### src/rtl/swt_pkg.sv
package swt_pkg;
    localparam int unsigned A_RELOAD = 0;
    localparam int unsigned A_CTRL   = 1;
    localparam int unsigned A_COUNT  = 2;
    localparam int unsigned B_STATUS = 0;
    localparam int unsigned B_ENABLE = 1;

    typedef struct packed {
        logic status;
        logic enable;
        logic irq_n;
    } intr_t;
endpackage

### src/rtl/swt_counter.sv
module swt_counter #(
    parameter int unsigned CNT_W = 6
) (
    input  logic             clk,
    input  logic             rst_n,
    input  logic             soft_rst,
    input  logic             stop,
    input  logic             tick,
    input  logic [CNT_W-1:0] reload,
    output logic [CNT_W-1:0] count,
    output logic             expire
);
    localparam logic [CNT_W-1:0] CNT_RST = {CNT_W{1'b1}};

    typedef struct packed {
        logic [CNT_W-1:0] cnt;
    } cnt_t;

    cnt_t cnt_d, cnt_q;

    always_comb begin
        cnt_d  = cnt_q;
        expire = 1'b0;
        if (soft_rst) begin
            cnt_d.cnt = reload;
        end else if (tick && !stop) begin
            if (cnt_q.cnt == '0) begin
                cnt_d.cnt = reload;
                expire    = 1'b1;
            end else begin
                cnt_d.cnt = cnt_q.cnt - CNT_W'(1);
            end
        end
    end

    always_ff @(posedge clk or negedge rst_n) begin
        if (!rst_n) cnt_q <= '{cnt: CNT_RST};
        else        cnt_q <= cnt_d;
    end

    assign count = cnt_q.cnt;
endmodule

### src/rtl/swt_intr.sv
module swt_intr
    import swt_pkg::*;
(
    input  logic clk,
    input  logic rst_n,
    input  logic expire,
    input  logic clr_req,
    input  logic en_we,
    input  logic en_wdata,
    output logic status,
    output logic enable,
    output logic irq_n
);
    intr_t intr_d, intr_q;

    always_comb begin
        intr_d       = intr_q;
        intr_d.irq_n = !(intr_q.status && intr_q.enable);
        if (en_we)   intr_d.enable = en_wdata;
        if (clr_req) intr_d.status = 1'b0;
        if (expire)  intr_d.status = 1'b1;
    end

    always_ff @(posedge clk or negedge rst_n) begin
        if (!rst_n) intr_q <= '{status: 1'b0, enable: 1'b0, irq_n: 1'b1};
        else        intr_q <= intr_d;
    end

    assign status = intr_q.status;
    assign enable = intr_q.enable;
    assign irq_n  = intr_q.irq_n;
endmodule

### src/rtl/swt_regs.sv
module swt_regs
    import swt_pkg::*;
#(
    parameter int unsigned CNT_W  = 6,
    parameter int unsigned ADDR_W = 2,
    parameter int unsigned DATA_W = 8
) (
    input  logic              clk,
    input  logic              rst_n,
    input  logic              wr_en,
    input  logic [ADDR_W-1:0] wr_addr,
    input  logic [DATA_W-1:0] wr_data,
    input  logic [ADDR_W-1:0] rd_addr,
    input  logic [CNT_W-1:0]  count,
    input  logic              status,
    input  logic              enable,
    output logic [CNT_W-1:0]  reload,
    output logic              clr_req,
    output logic              en_we,
    output logic              en_wdata,
    output logic [DATA_W-1:0] rd_data
);
    localparam logic [CNT_W-1:0] RELOAD_RST = {CNT_W{1'b1}};

    typedef struct packed {
        logic [CNT_W-1:0] reload;
    } regs_t;

    regs_t regs_d, regs_q;

    logic wr_reload, wr_ctrl;

    always_comb begin
        wr_reload = wr_en && (wr_addr == ADDR_W'(A_RELOAD));
        wr_ctrl   = wr_en && (wr_addr == ADDR_W'(A_CTRL));
        clr_req   = wr_ctrl && wr_data[B_STATUS];
        en_we     = wr_ctrl;
        en_wdata  = wr_data[B_ENABLE];
        regs_d    = regs_q;
        if (wr_reload) regs_d.reload = wr_data[CNT_W-1:0];
    end

    always_ff @(posedge clk or negedge rst_n) begin
        if (!rst_n) regs_q <= '{reload: RELOAD_RST};
        else        regs_q <= regs_d;
    end

    always_comb begin
        rd_data = '0;
        if (rd_addr == ADDR_W'(A_RELOAD)) begin
            rd_data[CNT_W-1:0] = regs_q.reload;
        end else if (rd_addr == ADDR_W'(A_CTRL)) begin
            rd_data[B_STATUS] = status;
            rd_data[B_ENABLE] = enable;
        end else if (rd_addr == ADDR_W'(A_COUNT)) begin
            rd_data[CNT_W-1:0] = count;
        end
    end

    generate
        if (DATA_W > CNT_W) begin : g_hi
            logic unused_hi;
            assign unused_hi = ^wr_data[DATA_W-1:CNT_W];
        end
    endgenerate

    assign reload = regs_q.reload;
endmodule

### src/rtl/swt_top.sv
module swt_top #(
    parameter int unsigned CNT_W  = 6,
    parameter int unsigned ADDR_W = 2,
    parameter int unsigned DATA_W = 8
) (
    input  logic              clk,
    input  logic              rst_n,
    input  logic              soft_rst,
    input  logic              stop,
    input  logic              tick,
    input  logic              wr_en,
    input  logic [ADDR_W-1:0] wr_addr,
    input  logic [DATA_W-1:0] wr_data,
    input  logic [ADDR_W-1:0] rd_addr,
    output logic [DATA_W-1:0] rd_data,
    output logic              irq_n
);
    logic [CNT_W-1:0] reload_w;
    logic [CNT_W-1:0] count_w;
    logic             expire_w;
    logic             clr_w;
    logic             en_we_w;
    logic             en_wd_w;
    logic             status_w;
    logic             enable_w;

    swt_regs #(.CNT_W(CNT_W), .ADDR_W(ADDR_W), .DATA_W(DATA_W)) u_regs (
        .clk      (clk),
        .rst_n    (rst_n),
        .wr_en    (wr_en),
        .wr_addr  (wr_addr),
        .wr_data  (wr_data),
        .rd_addr  (rd_addr),
        .count    (count_w),
        .status   (status_w),
        .enable   (enable_w),
        .reload   (reload_w),
        .clr_req  (clr_w),
        .en_we    (en_we_w),
        .en_wdata (en_wd_w),
        .rd_data  (rd_data)
    );

    swt_counter #(.CNT_W(CNT_W)) u_cnt (
        .clk      (clk),
        .rst_n    (rst_n),
        .soft_rst (soft_rst),
        .stop     (stop),
        .tick     (tick),
        .reload   (reload_w),
        .count    (count_w),
        .expire   (expire_w)
    );

    swt_intr u_intr (
        .clk      (clk),
        .rst_n    (rst_n),
        .expire   (expire_w),
        .clr_req  (clr_w),
        .en_we    (en_we_w),
        .en_wdata (en_wd_w),
        .status   (status_w),
        .enable   (enable_w),
        .irq_n    (irq_n)
    );
endmodule

### config.mk
export PLATFORM = sky130hd
export DESIGN_NAME = swt_top
export DESIGN_NICKNAME = d
export VERILOG_FILES = /design/src/rtl/swt_pkg.sv /design/src/rtl/swt_counter.sv /design/src/rtl/swt_intr.sv /design/src/rtl/swt_regs.sv /design/src/rtl/swt_top.sv
export SDC_FILE = /design/constraint.sdc
export NUM_CORES = 1
export LEC_CHECK = 0
export BUFFER_PORTS_ARGS = -buffer_cell sky130_fd_sc_hd__buf_2
export CORE_ASPECT_RATIO = 2
export CORE_MARGIN = 5
export CORE_UTILIZATION = 30
export CTS_BUF_LIST = sky130_fd_sc_hd__clkbuf_8
export CTS_CLUSTER_DIAMETER = 60
export DETAILED_ROUTE_END_ITERATION = 8
export HOLD_SLACK_MARGIN = 0.05
export PLACE_DENSITY = 0.53
export SLEW_MARGIN = 5
export SYNTH_ARGS = -nofsm -noshare
export SYNTH_HDL_FRONTEND = slang
export SYNTH_SLANG_ARGS = --single-unit
export TNS_END_PERCENT = 50
### constraint.sdc
create_clock -name clk -period 1.8 [get_ports clk]
set_input_delay 0.09 -clock clk [delete_from_list [all_inputs] [get_ports clk]]
set_output_delay 0.09 -clock clk [all_outputs]
set_load 0.02 [all_outputs]
# Word level (Yosys, flattened, before mapping)

Index checks and enable logic that the tools add are counted.

Add/subtract/negate cells: 1
Eq/ne operators: 3
Multiplexer cells: 12
Reduce and logical (&&, ||, !) cells: 12

Operators by type and width:

| cell                | number |
|---|---|
| $mux 6              | 5 |
| $logic_not 6->1     | 1 |
| $sub 6x1->6 const B | 1 |
| $logic_and 1x1->1   | 5 |
| $mux 1              | 5 |
| $eq 2x1->1 const B  | 2 |
| $logic_not 2->1     | 2 |
| $mux 4              | 1 |
| $reduce_bool 2->1   | 2 |
| $eq 2x2->1 const B  | 1 |
| $logic_not 1->1     | 2 |
| $mux 2              | 1 |

Bits in registers: 15
Input port bits: 18
Output and inout port bits: 9
Word-level logic and storage cells: 33

# Longest topological paths before layout

Depth in word-level cells: 5
Depth in mapped cells: 6
Depth with buffers taken out: 6

# Modules after synthesis

From an unflattened synthesis, not the netlist that was laid out.

Cells, all modules: 88
Area, all modules: 948.4 um^2

By module, submodules not included:

| module      | instances | cells each | area each (um^2) | seq. area each (um^2) |
|---|---|---|---|---|
| swt_counter | 1         | 47         | 446.7            | 157.7 |
| swt_regs    | 1         | 34         | 395.4            | 157.7 |
| swt_intr    | 1         | 7          | 106.4            | 76.3 |

# Worst setup path before layout

No wires, ideal clock.

Path type: reg2reg
Start point: register u_cnt.cnt_q, in the netlist u_cnt.count[0]
End point: register u_cnt.cnt_q, in the netlist u_cnt.count[3]
Library setup time: 0.060 ns
Arrival: 1.461 ns
Required time: 1.740 ns
Setup slack: 0.279 ns
Stages on the path, launching flop included: 7
Path buffers: 0
Clock period less this slack: 1.521 ns
Path through: dfstp_2 > inv_1 > ha_1 > nor2b_2 > and2_4 > a21oi_2 > o22a_1

Word-level cells in the longest chain between the ends: 4
Elaborated cells between the ends (all ways): 5
Classes of those cells: 1 x add/sub; 3 x mux; 1 x reduce/logical

Ends and longest elaborated chain:

| what                                           | RTL line                             | source |
|---|---|---|
| from (decl)                                    | swt_counter.sv:19                    | `cnt_t cnt_d, cnt_q;` |
| from (signal assigned)                         | swt_counter.sv:37                    | `if (!rst_n) cnt_q <= '{cnt: CNT_RST};` |
| from (signal assigned)                         | swt_counter.sv:38                    | `else cnt_q <= cnt_d;` |
| $sub 6x1->6 or $logic_not 6->1 (tied branches) | swt_counter.sv:31, swt_counter.sv:27 |  |
| $mux 6 *                                       | swt_counter.sv:27                    | `if (cnt_q.cnt == '0) begin` |
| $mux 6 *                                       | swt_counter.sv:26                    | `end else if (tick && !stop) begin` |
| $mux 6 *                                       | swt_counter.sv:24                    | `if (soft_rst) begin` |

Mark *: on every way between the ends. The rest lies on a longest branch, timed or not. The select of a mux whose other input is x is not followed.
A chain may end at the register's enable or synchronous reset.

# Final worst setup path

Start point: register u_cnt.cnt_q, in the netlist u_cnt.count[1]
End point: register u_cnt.cnt_q, in the netlist u_cnt.count[4]

Same word-level chain as after synthesis.

==> out/metrics.yaml <==
status: "complete, no violations"
max_freq_mhz: 604.9
grt_pass1_vias: 731
worst_path_largest_cell_delay_ps: 580
avgViaCountPerCell: 5.069
clk_latency_ps: 240
rsz0062_at_grt: "no"
fin_skew_ps: 1.325
ctsHoldBuffers: 1
busiest_layer: "met2"
netlist_area_sq_um: 943.4
maxSlewViolCount: 0
min_to: "u_regs.reload[5]"
max-cap-violations: 0
critPathSlowestCell: "dfstp_2"
path_delay_family: "flip-flops"
grt_use_met3_pct: 1.169
ir_worst_vdd_mv: 0.5183
final_cell_mix: "buf_2 (22), dfstp_2 (13), nor2_1 (11)"
diodes: 0
ant_nets: 0
die_h_um: 89.31
drt_iter0_markers: 5
grt_max_degree: 16
rows: 28
cts_buffers: 3
drt_first_pass_iters: 2
cts_tree: "done"
area_growth_pct: 19.23
criticalPathCategory: "reg2reg"
yosys_register_bits: 15
postSynthCellCount: 91
grt_use_met1_pct: 9.025
seq_area_frac_synth_pct: 41.51
grt_overflow: 0
syn_avg_cell_area_sq_um: 10.37
fp.coreArea_sq_mm: 0.003013
clkSinkCount: 15
dieArea_sq_mm: 0.004434
finalSetupViolCount: 0
ys_warn_count: 0
finalCriticalPeriod_ps: 1653
final_common_cell: "buf_2"
worstPathRequired_ps: 1980
postCtsSetupRepairBufs: 0
nets: 135
r2r_setup_slack_ps: 150
worstSetupStartpointType: "flop"
clk_pin_slew_worst_paths_ps: 60
gp_congestion: 0.7195
hold_class: "in2reg"
portBuffers: 22
routed_wl_um: 2012
post_drt_wl_per_cell_um: 13.97
fill_cells: 317
path_cells: "inv_1, ha_1, nor2b_2, and2_4, a21oi_2, o22a_1"
num_vias: 730
grt_pass1_wl_um: 3277
drc: 0
rr_startpoint: "u_cnt.count[1]"
crit_path_start: "u_cnt.count[1]"
antenna_found_initial: 0
post-dp-hpwl_um: 1711
power_leakage_nw: 0.5057
async_flop_share_pct: 100.0
synth_edf_count: 0
io_pins: 27
htree_levels: 1
synth_ff_type: "dfstp_2"
hold_viol: 0
yosys.cell_types.count: 33
finalPower_w: 0.001077
use_met2_pct: 19.03
fin_crit_sh_pct: 91.84
critPathCaptureType: "flop"
grt_usage_pct: 9.631
tns_ps: 0
power_density_mw_per_mm2: 957.6
rr_worst_depth: 6
drive_gt1_share_pct: 48.25
ctsLongestPathBuffers: 2
start_util_pct: 31.31
hold_depth: 2
die_width_um: 49.65
crit_buf_inv: 1
root_buffer: "clkbuf_8"
path_max_fanout: 6
final_util_pct: 37.33
r2r_end: "u_cnt.count[4]"
hold_path.startpoint: "wr_data[5]"
cp.arrival_ps: 1840
ctsResizeCount: 0
==> logic make-up (layout without fill, tap and decap cells) <==
family,count (synthesis),in the layout,share of synthesized area (%)
adder cells (fa/ha/maj),2,2,2.652
other,1,2,0.3975
buffers and inverters,9,31,4.642
multiplexers,14,14,15.78
AO/OA/AOI/OAI,19,19,15.52
flip-flops,15,15,41.51
AND/OR/NAND/NOR,31,31,19.50
==> Yosys cell counts, types with 2 or more instances <==
cell type	instances	share of area, %
clkbuf_1	2	0.80
nor2_1	11	4.4
nand3_1	3	1.6
mux2_2	7	8.4
dfstp_2	13	36
nand2_1	7	2.8
a31oi_1	3	2.0
o21ai_0	4	2.1
buf_2	2	1.1
mux2i_1	7	7.4
buf_4	2	1.6
dfrtp_1	2	5.3
o22a_1	5	4.6
inv_1	3	1.2
ha_1	2	2.7
==> layout make-up <==
class                      instances  area, sq um  share of cell area [%]
timing repair buffer              24        127.6                   11.35
multi-input combinational         68        511.7                   45.49
tap                               30        37.54                   3.337
sequential                        15        391.6                   34.82
clock buffer                       3        41.29                   3.671
inverter                           3        11.26                   1.001
clock inverter                     1        3.754                  0.3337
==> routing by layer <==
metal | part of all wire (%) | vias up | wire length (um)
met5 | 0 | - | 0
met1 | 33 | 352 | 673
li1 | - | 367 | -
met4 | 1.2 | 0 | 24
met2 | 62 | 9 | 1254
met3 | 3.0 | 2 | 60
==> metrics by stage <==
stage | hold WS (ps) | std cells | worst slack [ps] | area (sq um)
2_1_floorplan | -205.6 | 92 | 278.6 | 947.2
3_3_place_gp | 1.625 | 139 | 185.2 | 1070
3_5_place_dp | 2.920 | 139 | 145.9 | 1070
4_1_cts | 74.01 | 144 | 128.0 | 1125
5_1_grt | 78.64 | 144 | 68.83 | 1125
6_report | 81.83 | 144 | 146.9 | 1125
==> how the worst max path moves through the flow <==
stage	end	cells past startpoint
floorplan	u_cnt.count[3]	6
global placement	u_cnt.count[2]	6
detailed placement	u_cnt.count[4]	6
CTS	u_cnt.count[4]	6
global route	u_cnt.count[3]	6
finish	u_cnt.count[4]	6
==> power by group <==
| group | switching, W | total (W) | leakage, nW | internal (W) |
|---|---|---|---|---|
| combinational | 0.000159 | 0.000314 | 0.317 | 0.000154 |
| clock | 0.000103 | 0.000253 | 0.0269 | 0.000150 |
| sequential | 0.0000692 | 0.000511 | 0.162 | 0.000441 |
| total | 0.000331 | 0.00108 | 0.506 | 0.000746 |
==> flip-flops by register name, summed over array words and instances (netlist names) <==
name           cells
u_cnt.count        6
u_intr.status      1
u_intr.irq_n       1
u_intr.enable      1
u_regs.reload      6
No activity file was read; power rests on OpenSTA's default activity.
